==> config.mk <==
export PLATFORM = sky130hd
export DESIGN_NAME = pend_csr_unit
export DESIGN_NICKNAME = d
export VERILOG_FILES = /design/src/rtl/pend_csr_pkg.sv /design/src/rtl/pend_csr_alu.sv /design/src/rtl/pend_csr_stage.sv /design/src/rtl/pend_csr_flag.sv /design/src/rtl/pend_csr_unit.sv
export SDC_FILE = /design/constraint.sdc
export NUM_CORES = 1
export LEC_CHECK = 0
export ABC_AREA = 1
export BUFFER_PORTS_ARGS = -buffer_cell sky130_fd_sc_hd__buf_2
export CAP_MARGIN = 40
export CORE_MARGIN = 2
export CORE_UTILIZATION = 41
export CTS_BUF_LIST = sky130_fd_sc_hd__clkbuf_16
export DETAILED_ROUTE_END_ITERATION = 16
export PLACE_DENSITY = 0.87
export SLEW_MARGIN = 15
export SYNTH_ARGS = -nofsm -noshare
export SYNTH_HDL_FRONTEND = slang
export SYNTH_SLANG_ARGS = --single-unit
==> constraint.sdc <==
create_clock -name clk_i -period 1.2 [get_ports clk_i]
set_input_delay 0.24 -clock clk_i [delete_from_list [all_inputs] [get_ports clk_i]]
set_output_delay 0.24 -clock clk_i [all_outputs]
set_load 0.01 [all_outputs]
==> src/rtl/pend_csr_pkg.sv <==
package pend_csr_pkg;

   // operation field of an atomic register access (command bits 1:0)
   typedef enum logic [1:0] {
      OP_NONE  = 2'b00,
      OP_WRITE = 2'b01,
      OP_SET   = 2'b10,
      OP_CLEAR = 2'b11
   } csr_op_e;

   // full command: bit 2 chooses the immediate operand
   typedef struct packed {
      logic    src_imm;
      csr_op_e op;
   } csr_cmd_t;

   // replace and clear may lower clear-only flags; set and none may not
   function automatic logic op_lowers(input csr_op_e op);
      return op[0];
   endfunction

endpackage

==> src/rtl/pend_csr_alu.sv <==
module pend_csr_alu
   import pend_csr_pkg::*;
#(
   parameter int XLEN     = 32,
   parameter int IMM_W    = 5,
   parameter int PEND_LSB = 16,
   parameter int NCH      = 16,
   parameter int HIT_BIT  = 22,
   localparam int KEEP_W  = NCH + 1
) (
   input  csr_cmd_t          cmd_i,
   input  logic [XLEN-1:0]   rs1_i,
   input  logic [IMM_W-1:0]  uimm_i,
   input  logic [XLEN-1:0]   old_i,
   output logic [XLEN-1:0]   result_o,
   output logic [KEEP_W-1:0] keep_o
);

   logic [XLEN-1:0] imm_ext;
   logic [XLEN-1:0] operand;
   logic [XLEN-1:0] mask;

   // zero-extend the immediate; variant picked by the widths
   generate
      if (XLEN > IMM_W) begin : g_pad
         assign imm_ext = {{(XLEN-IMM_W){1'b0}}, uimm_i};
      end else begin : g_nopad
         assign imm_ext = uimm_i[XLEN-1:0];
      end
   endgenerate

   assign operand = cmd_i.src_imm ? imm_ext : rs1_i;
   // the mask is formed apart from the combined result
   assign mask    = (cmd_i.op == OP_CLEAR) ? ~operand : operand;

   always_comb begin
      unique case (cmd_i.op)
         OP_SET:   result_o = old_i | mask;
         OP_CLEAR: result_o = old_i & mask;
         default:  result_o = mask;
      endcase
   end

   // per-flag "leave alone" bits: hit flag on top, pending flags below
   assign keep_o = {mask[HIT_BIT], mask[PEND_LSB +: NCH]};

   always_comb begin
      if (cmd_i.op == OP_SET)
         assert_set_covers_R3: assert ((result_o & operand) == operand);
      if (cmd_i.op == OP_CLEAR)
         assert_clear_removes_R3: assert ((result_o & operand) == '0);
   end

endmodule

==> src/rtl/pend_csr_stage.sv <==
module pend_csr_stage #(
   parameter int          ADDR_W    = 12,
   parameter int          KEEP_W    = 17,
   parameter logic [11:0] PEND_ADDR = 12'h344,
   parameter logic [11:0] TRIG_ADDR = 12'h7A1
) (
   input  logic              clk_i,
   input  logic              rst_ni,
   input  logic              we_i,
   input  logic              illegal_i,
   input  logic              lowers_i,
   input  logic [ADDR_W-1:0] addr_i,
   input  logic [KEEP_W-1:0] keep_i,
   output logic              upd_pend_o,
   output logic              upd_trig_o,
   output logic [KEEP_W-1:0] keep_q_o
);

   logic              we_q;
   logic              lowers_q;
   logic [ADDR_W-1:0] addr_q;

   always_ff @(posedge clk_i or negedge rst_ni) begin
      if (!rst_ni) begin
         we_q     <= 1'b0;
         lowers_q <= 1'b0;
         addr_q   <= '0;
         keep_q_o <= '1;
      end else begin
         we_q     <= we_i & ~illegal_i;
         lowers_q <= lowers_i;
         addr_q   <= addr_i;
         keep_q_o <= keep_i;
      end
   end

   assign upd_pend_o = we_q & lowers_q & (addr_q == PEND_ADDR[ADDR_W-1:0]);
   assign upd_trig_o = we_q & lowers_q & (addr_q == TRIG_ADDR[ADDR_W-1:0]);

   assert_illegal_suppress_R9: assert property (@(posedge clk_i) disable iff (!rst_ni)
      (we_i && illegal_i) |=> (!upd_pend_o && !upd_trig_o));

   assert_set_no_update_R6: assert property (@(posedge clk_i) disable iff (!rst_ni)
      !lowers_i |=> (!upd_pend_o && !upd_trig_o));

endmodule

==> src/rtl/pend_csr_flag.sv <==
module pend_csr_flag (
   input  logic clk_i,
   input  logic rst_ni,
   input  logic set_i,
   input  logic upd_i,
   input  logic keep_i,
   output logic q_o
);

   // hardware set outranks a software clear in the same cycle
   always_ff @(posedge clk_i or negedge rst_ni) begin
      if (!rst_ni)
         q_o <= 1'b0;
      else if (set_i)
         q_o <= 1'b1;
      else if (upd_i && !keep_i)
         q_o <= 1'b0;
   end

   assert_req_sets_R4: assert property (@(posedge clk_i) disable iff (!rst_ni)
      set_i |=> q_o);

   assert_no_sw_raise_R6: assert property (@(posedge clk_i) disable iff (!rst_ni)
      (!set_i && !q_o) |=> !q_o);

   assert_keep_holds_R5: assert property (@(posedge clk_i) disable iff (!rst_ni)
      (q_o && (keep_i || !upd_i)) |=> q_o);

endmodule

==> src/rtl/pend_csr_unit.sv <==
module pend_csr_unit
   import pend_csr_pkg::*;
#(
   parameter int          XLEN      = 32,
   parameter int          ADDR_W    = 12,
   parameter int          IMM_W     = 5,
   parameter int          NCH       = 16,
   parameter int          PEND_LSB  = 16,
   parameter int          HIT_BIT   = 22,
   parameter logic [11:0] PEND_ADDR = 12'h344,
   parameter logic [11:0] TRIG_ADDR = 12'h7A1
) (
   input  logic              clk_i,
   input  logic              rst_ni,
   input  logic              csr_we_i,
   input  logic              illegal_i,
   input  logic [2:0]        cmd_i,
   input  logic [ADDR_W-1:0] addr_i,
   input  logic [XLEN-1:0]   rs1_i,
   input  logic [IMM_W-1:0]  uimm_i,
   input  logic [NCH-1:0]    irq_req_i,
   input  logic              bp_match_i,
   input  logic              bp_exc_i,
   output logic [XLEN-1:0]   rdata_o,
   output logic [XLEN-1:0]   wdata_o,
   output logic [NCH-1:0]    pend_o,
   output logic              hit_o
);

   localparam int KEEP_W = NCH + 1;

   // elaboration-time parameter checks
   generate
      if (PEND_LSB + NCH > XLEN) begin : g_bad_range
         $error("pending field exceeds register width");
      end
      if (HIT_BIT >= XLEN) begin : g_bad_hit
         $error("hit bit outside register");
      end
      if (IMM_W > XLEN) begin : g_bad_imm
         $error("immediate wider than register");
      end
      if (ADDR_W > 12) begin : g_bad_addr
         $error("address width over 12 bits");
      end
      if (PEND_ADDR == TRIG_ADDR) begin : g_bad_map
         $error("register addresses collide");
      end
   endgenerate

   csr_cmd_t          cmd_s;
   logic [XLEN-1:0]   pend_word;
   logic [XLEN-1:0]   trig_word;
   logic [KEEP_W-1:0] keep_w;
   logic [KEEP_W-1:0] keep_q;
   logic              upd_pend;
   logic              upd_trig;

   assign cmd_s = csr_cmd_t'(cmd_i);

   always_comb begin
      pend_word                   = '0;
      pend_word[PEND_LSB +: NCH]  = pend_o;
      trig_word                   = '0;
      trig_word[HIT_BIT]          = hit_o;
   end

   always_comb begin
      if (addr_i == PEND_ADDR[ADDR_W-1:0])
         rdata_o = pend_word;
      else if (addr_i == TRIG_ADDR[ADDR_W-1:0])
         rdata_o = trig_word;
      else
         rdata_o = '0;
   end

   pend_csr_alu #(
      .XLEN(XLEN), .IMM_W(IMM_W), .PEND_LSB(PEND_LSB), .NCH(NCH), .HIT_BIT(HIT_BIT)
   ) u_alu (
      .cmd_i   (cmd_s),
      .rs1_i   (rs1_i),
      .uimm_i  (uimm_i),
      .old_i   (rdata_o),
      .result_o(wdata_o),
      .keep_o  (keep_w)
   );

   pend_csr_stage #(
      .ADDR_W(ADDR_W), .KEEP_W(KEEP_W), .PEND_ADDR(PEND_ADDR), .TRIG_ADDR(TRIG_ADDR)
   ) u_stage (
      .clk_i     (clk_i),
      .rst_ni    (rst_ni),
      .we_i      (csr_we_i),
      .illegal_i (illegal_i),
      .lowers_i  (op_lowers(cmd_s.op)),
      .addr_i    (addr_i),
      .keep_i    (keep_w),
      .upd_pend_o(upd_pend),
      .upd_trig_o(upd_trig),
      .keep_q_o  (keep_q)
   );

   generate
      for (genvar i = 0; i < NCH; i++) begin : g_chan
         pend_csr_flag u_flag (
            .clk_i (clk_i),
            .rst_ni(rst_ni),
            .set_i (irq_req_i[i]),
            .upd_i (upd_pend),
            .keep_i(keep_q[i]),
            .q_o   (pend_o[i])
         );
      end
   endgenerate

   pend_csr_flag u_hit (
      .clk_i (clk_i),
      .rst_ni(rst_ni),
      .set_i (bp_match_i & bp_exc_i),
      .upd_i (upd_trig),
      .keep_i(keep_q[NCH]),
      .q_o   (hit_o)
   );

   assert_hit_needs_both_R11: assert property (@(posedge clk_i) disable iff (!rst_ni)
      (!hit_o && !(bp_match_i && bp_exc_i)) |=> !hit_o);

endmodule

==> key figures <==
Clock tree
  • H-tree lvl count: 2
  • Max Buffers Root-to-Sink: 2
  • Clock root buffer: clkbuf_16
  • CTS buffer count: 5
  • Worst-Skew Late Latency: slightly below 0.3 ns
  • TritonCTS clock tree: yes
  • Clock Sinks: between 40 and 50
  • Clock-pin slew on the worst setup and hold paths: ~0.07 ns

Floorplan
  • Die Ht: between 80 and 90 µm
  • Site row count: 30
  • Core area: between 0.006 and 0.007 mm²
  • I/O Pins: approximately 160
  • Initial core utilization: a little over two fifths
  • Total die area: 0.00780 mm²
  • Die extent in x: 88.3 µm

Placement
  • PortBufs: around 140
  • HPWL Detailed: 6600 µm
  • Placed Instances: 645
  • Gpl congestion: around 0.83

Yosys
  • Mapped Avg Cell Area: 7.31 µm²
  • Post-Synthesis Cells: between 300 and 400
  • Synth Warn #: 0
  • Asr flop ratio synth: 100%
  • Post-synth cell types: 23
  • Main synth FF type: dfrtp_1
  • Dominant cells by area after synthesis: dfrtp_1 27%, nand2_1 16%, dfstp_2 14%
  • Post-Syn Area: a little under 0.003 mm²
  • Most area-hungry cell type in the Yosys netlist: dfrtp_1
  • Top-area cell type share of the netlist area: 26.6%
  • #FFs+latches synth: 47
  • Register area share after synthesis: approximately 40%
  • Post-synth EDFFs: 0

Routing
  • Number of remaining DRC errors: 0
  • Detail Route Antenna Nets: 0
  • Final wirelength: roughly 10000 µm
  • DR pass1 iterations: 5
  • Vias: ~3300
  • Via-per-instance ratio: 4.95
  • Drt first-iter violations: about 220
  • WL/cell: roughly 15 µm

GRT
  • Total gr overflow: 0
  • Initial antenna violation count: 0
  • First-pass GRT wire length: approximately 15000 µm
  • Total track usage: 25.5%
  • Largest net degree at the start of global routing: 48
  • Vias in the first global route: around 3300

Worst setup path
  • Crit Path Class: flop to output port
  • WP data required: 0.96 ns
  • Crit-path max FO: 3
  • Critical Path Sink Type: output port
  • Critical Path AT: roughly 1.3 ns
  • Setup crit start kind: flop

Final layout
  • Share of cells above drive strength 1: between 50% and 60%
  • # diodes: 0
  • Non-filler cells, final: between 600 and 700
  • Fillers: between 500 and 600
  • Area growth syn-to-layout: 63.1%
  • Nets@finish: around 640

Timing
  • Slew Limit Fails: 0
  • Final hold violation count: 0
  • Final setup violation count: 49
  • Fin worst setup slack: -0.354 ns
  • Final Critical Period: 1.55 ns
  • Hold_ws: 0.0759 ns
  • RSZ-0062 raised after global routing: yes
  • Final Cycle Share: 130%
  • Clock skew: approximately 0.0078 ns
  • Max Clock Freq: around 640 MHz

Pwr
  • Pwr dens: ~830 mW/mm²
  • Static Leak: roughly 0.0026 µW
  • Worst VDD drop: 0.000566 V

Worst hold path
  • Hold Path Class: input pin to flop

Status
  • Status: finished with violations
  • Failing checks: negative setup slack

Flow run
  • Max cap viols: 0
==> routing by layer <==
| metal | GRT usage (%) | part of all wire (%) |
|---|---|---|
| met1 | 27.7 | 35 |
| met4 | 11.7 | 4.0 |
| met5 | 0 | 0 |
| met3 | 4.38 | 7.0 |
| met2 | 48.0 | 54 |
==> metrics by stage <==
stage	cell area, µm²	total power [µW]	TNS, ns	setup slack [ns]	util [%]
2_1_floorplan	3120	2100	-0.220	-0.0425	-
3_3_place_gp	4010	2450	-8.48	-0.321	58.7
3_5_place_dp	4010	2480	-9.69	-0.340	58.7
4_1_cts	4640	3910	-8.08	-0.337	67.9
5_1_grt	4760	4110	-12.39	-0.407	69.6
6_report	4760	3950	-9.65	-0.354	69.6
==> Yosys cell counts, types with 2 or more instances <==
cell type  number
nand2_1       127
inv_1          46
nor2_1         43
buf_4          34
dfrtp_1        31
o21ai_0        21
nand4_1        18
dfstp_2        16
o21ai_1        15
nor2_4         13
buf_2           9
nand3_1         9
inv_2           4
clkbuf_1        2
nand2_2         2
nand2_4         2
==> critical path, stage by stage, from the launching register on <==
cell	delay [ns]
dfrtp_1	0.37
nand3_1	0.10
nor2_1	0.12
nand3_1	0.09
nand2_1	0.08
nand2_1	0.09
inv_2	0.07
buf_6	0.10
==> cell usage in the layout, fill, tap and decap left out <==
cell           count
a21oi_1            1
and2_4             1
buf_12            11
buf_16             2
buf_2            109
buf_4             30
buf_6             30
buf_8              9
clkbuf_16          6
clkinv_1           2
clkinvlp_4         1
conb_1            16
dfrtp_1           31
dfstp_2           16
dlygate4sd3_1      1
inv_1             40
inv_12             1
inv_16             1
inv_2              5
inv_4              2
inv_6              1
nand2_1          114
nand2_2            9
nand2_4            7
nand2_8            1
nand3_1            7
nand3_2            2
nand3b_1           1
nand4_1           18
nor2_1            33
nor2_2             5
nor2_4            18
nor2_8             1
nor3_1             1
o21ai_0            2
o21ai_1            1
o21ai_2           33
==> state kept, by name, summed over array words and instances (netlist names) <==
signal             count
g_chan.u_flag.q_o     16
u_stage.keep_q_o      16
u_stage.addr_q        12
u_hit.q_o              1
u_stage.lowers_q       1
u_stage.we_q           1
==> layout make-up <==
class                      count  area (µm²)  area share [%]
sequential                    47        1200            25.2
timing repair buffer         193        1550            32.7
multi-input combinational    271        1520            31.9
clock inverter                 3        15.0           0.316
inverter                      50         226            4.76
clock buffer                   5         125            2.63
tap                           96         120            2.53
==> kinds of logic after synthesis <==
family	count (synthesis)	synth area share (%)
buffers and inverters	96	17.7
AO/OA/AOI/OAI	37	6.35
AND/OR/NAND/NOR	218	34.8
flip-flops	47	41.0
other	1	0.129
==> repair_timing <==
item,in CTS,in global routing
hold buffers,1,0
gates resized for setup,98,43
endpoints found under the hold margin,31,0
buffers inserted,5,3
gates cloned,5,1
endpoints found under the setup margin,49,53
pin swaps,28,29
==> path summary, 6_finish.rpt <==
check,slack (ns),end,depth (start not counted),from
min,0.08,u_stage.addr_q[0],1,addr_i[0]
min reg2reg,0.53,g_chan[10].u_flag.q_o,2,g_chan[10].u_flag.q_o
max,-0.35,rdata_o[22],7,u_hit.q_o
max in group asynchronous,0.40,u_stage.keep_q_o[14],3,rst_ni
min in group asynchronous,0.51,u_hit.q_o,3,rst_ni
max reg2reg,-0.17,g_chan[12].u_flag.q_o,7,u_stage.addr_q[7]
==> where the power goes <==
| part | switching [µW] | leakage (µW) | internal (µW) | total (µW) |
|---|---|---|---|---|
| clock | 571 | 0.0000649 | 757 | 1330 |
| sequential | 35.2 | 0.000481 | 1690 | 1720 |
| combinational | 475 | 0.00203 | 425 | 900 |
Power figures use the tool's default switching activity.
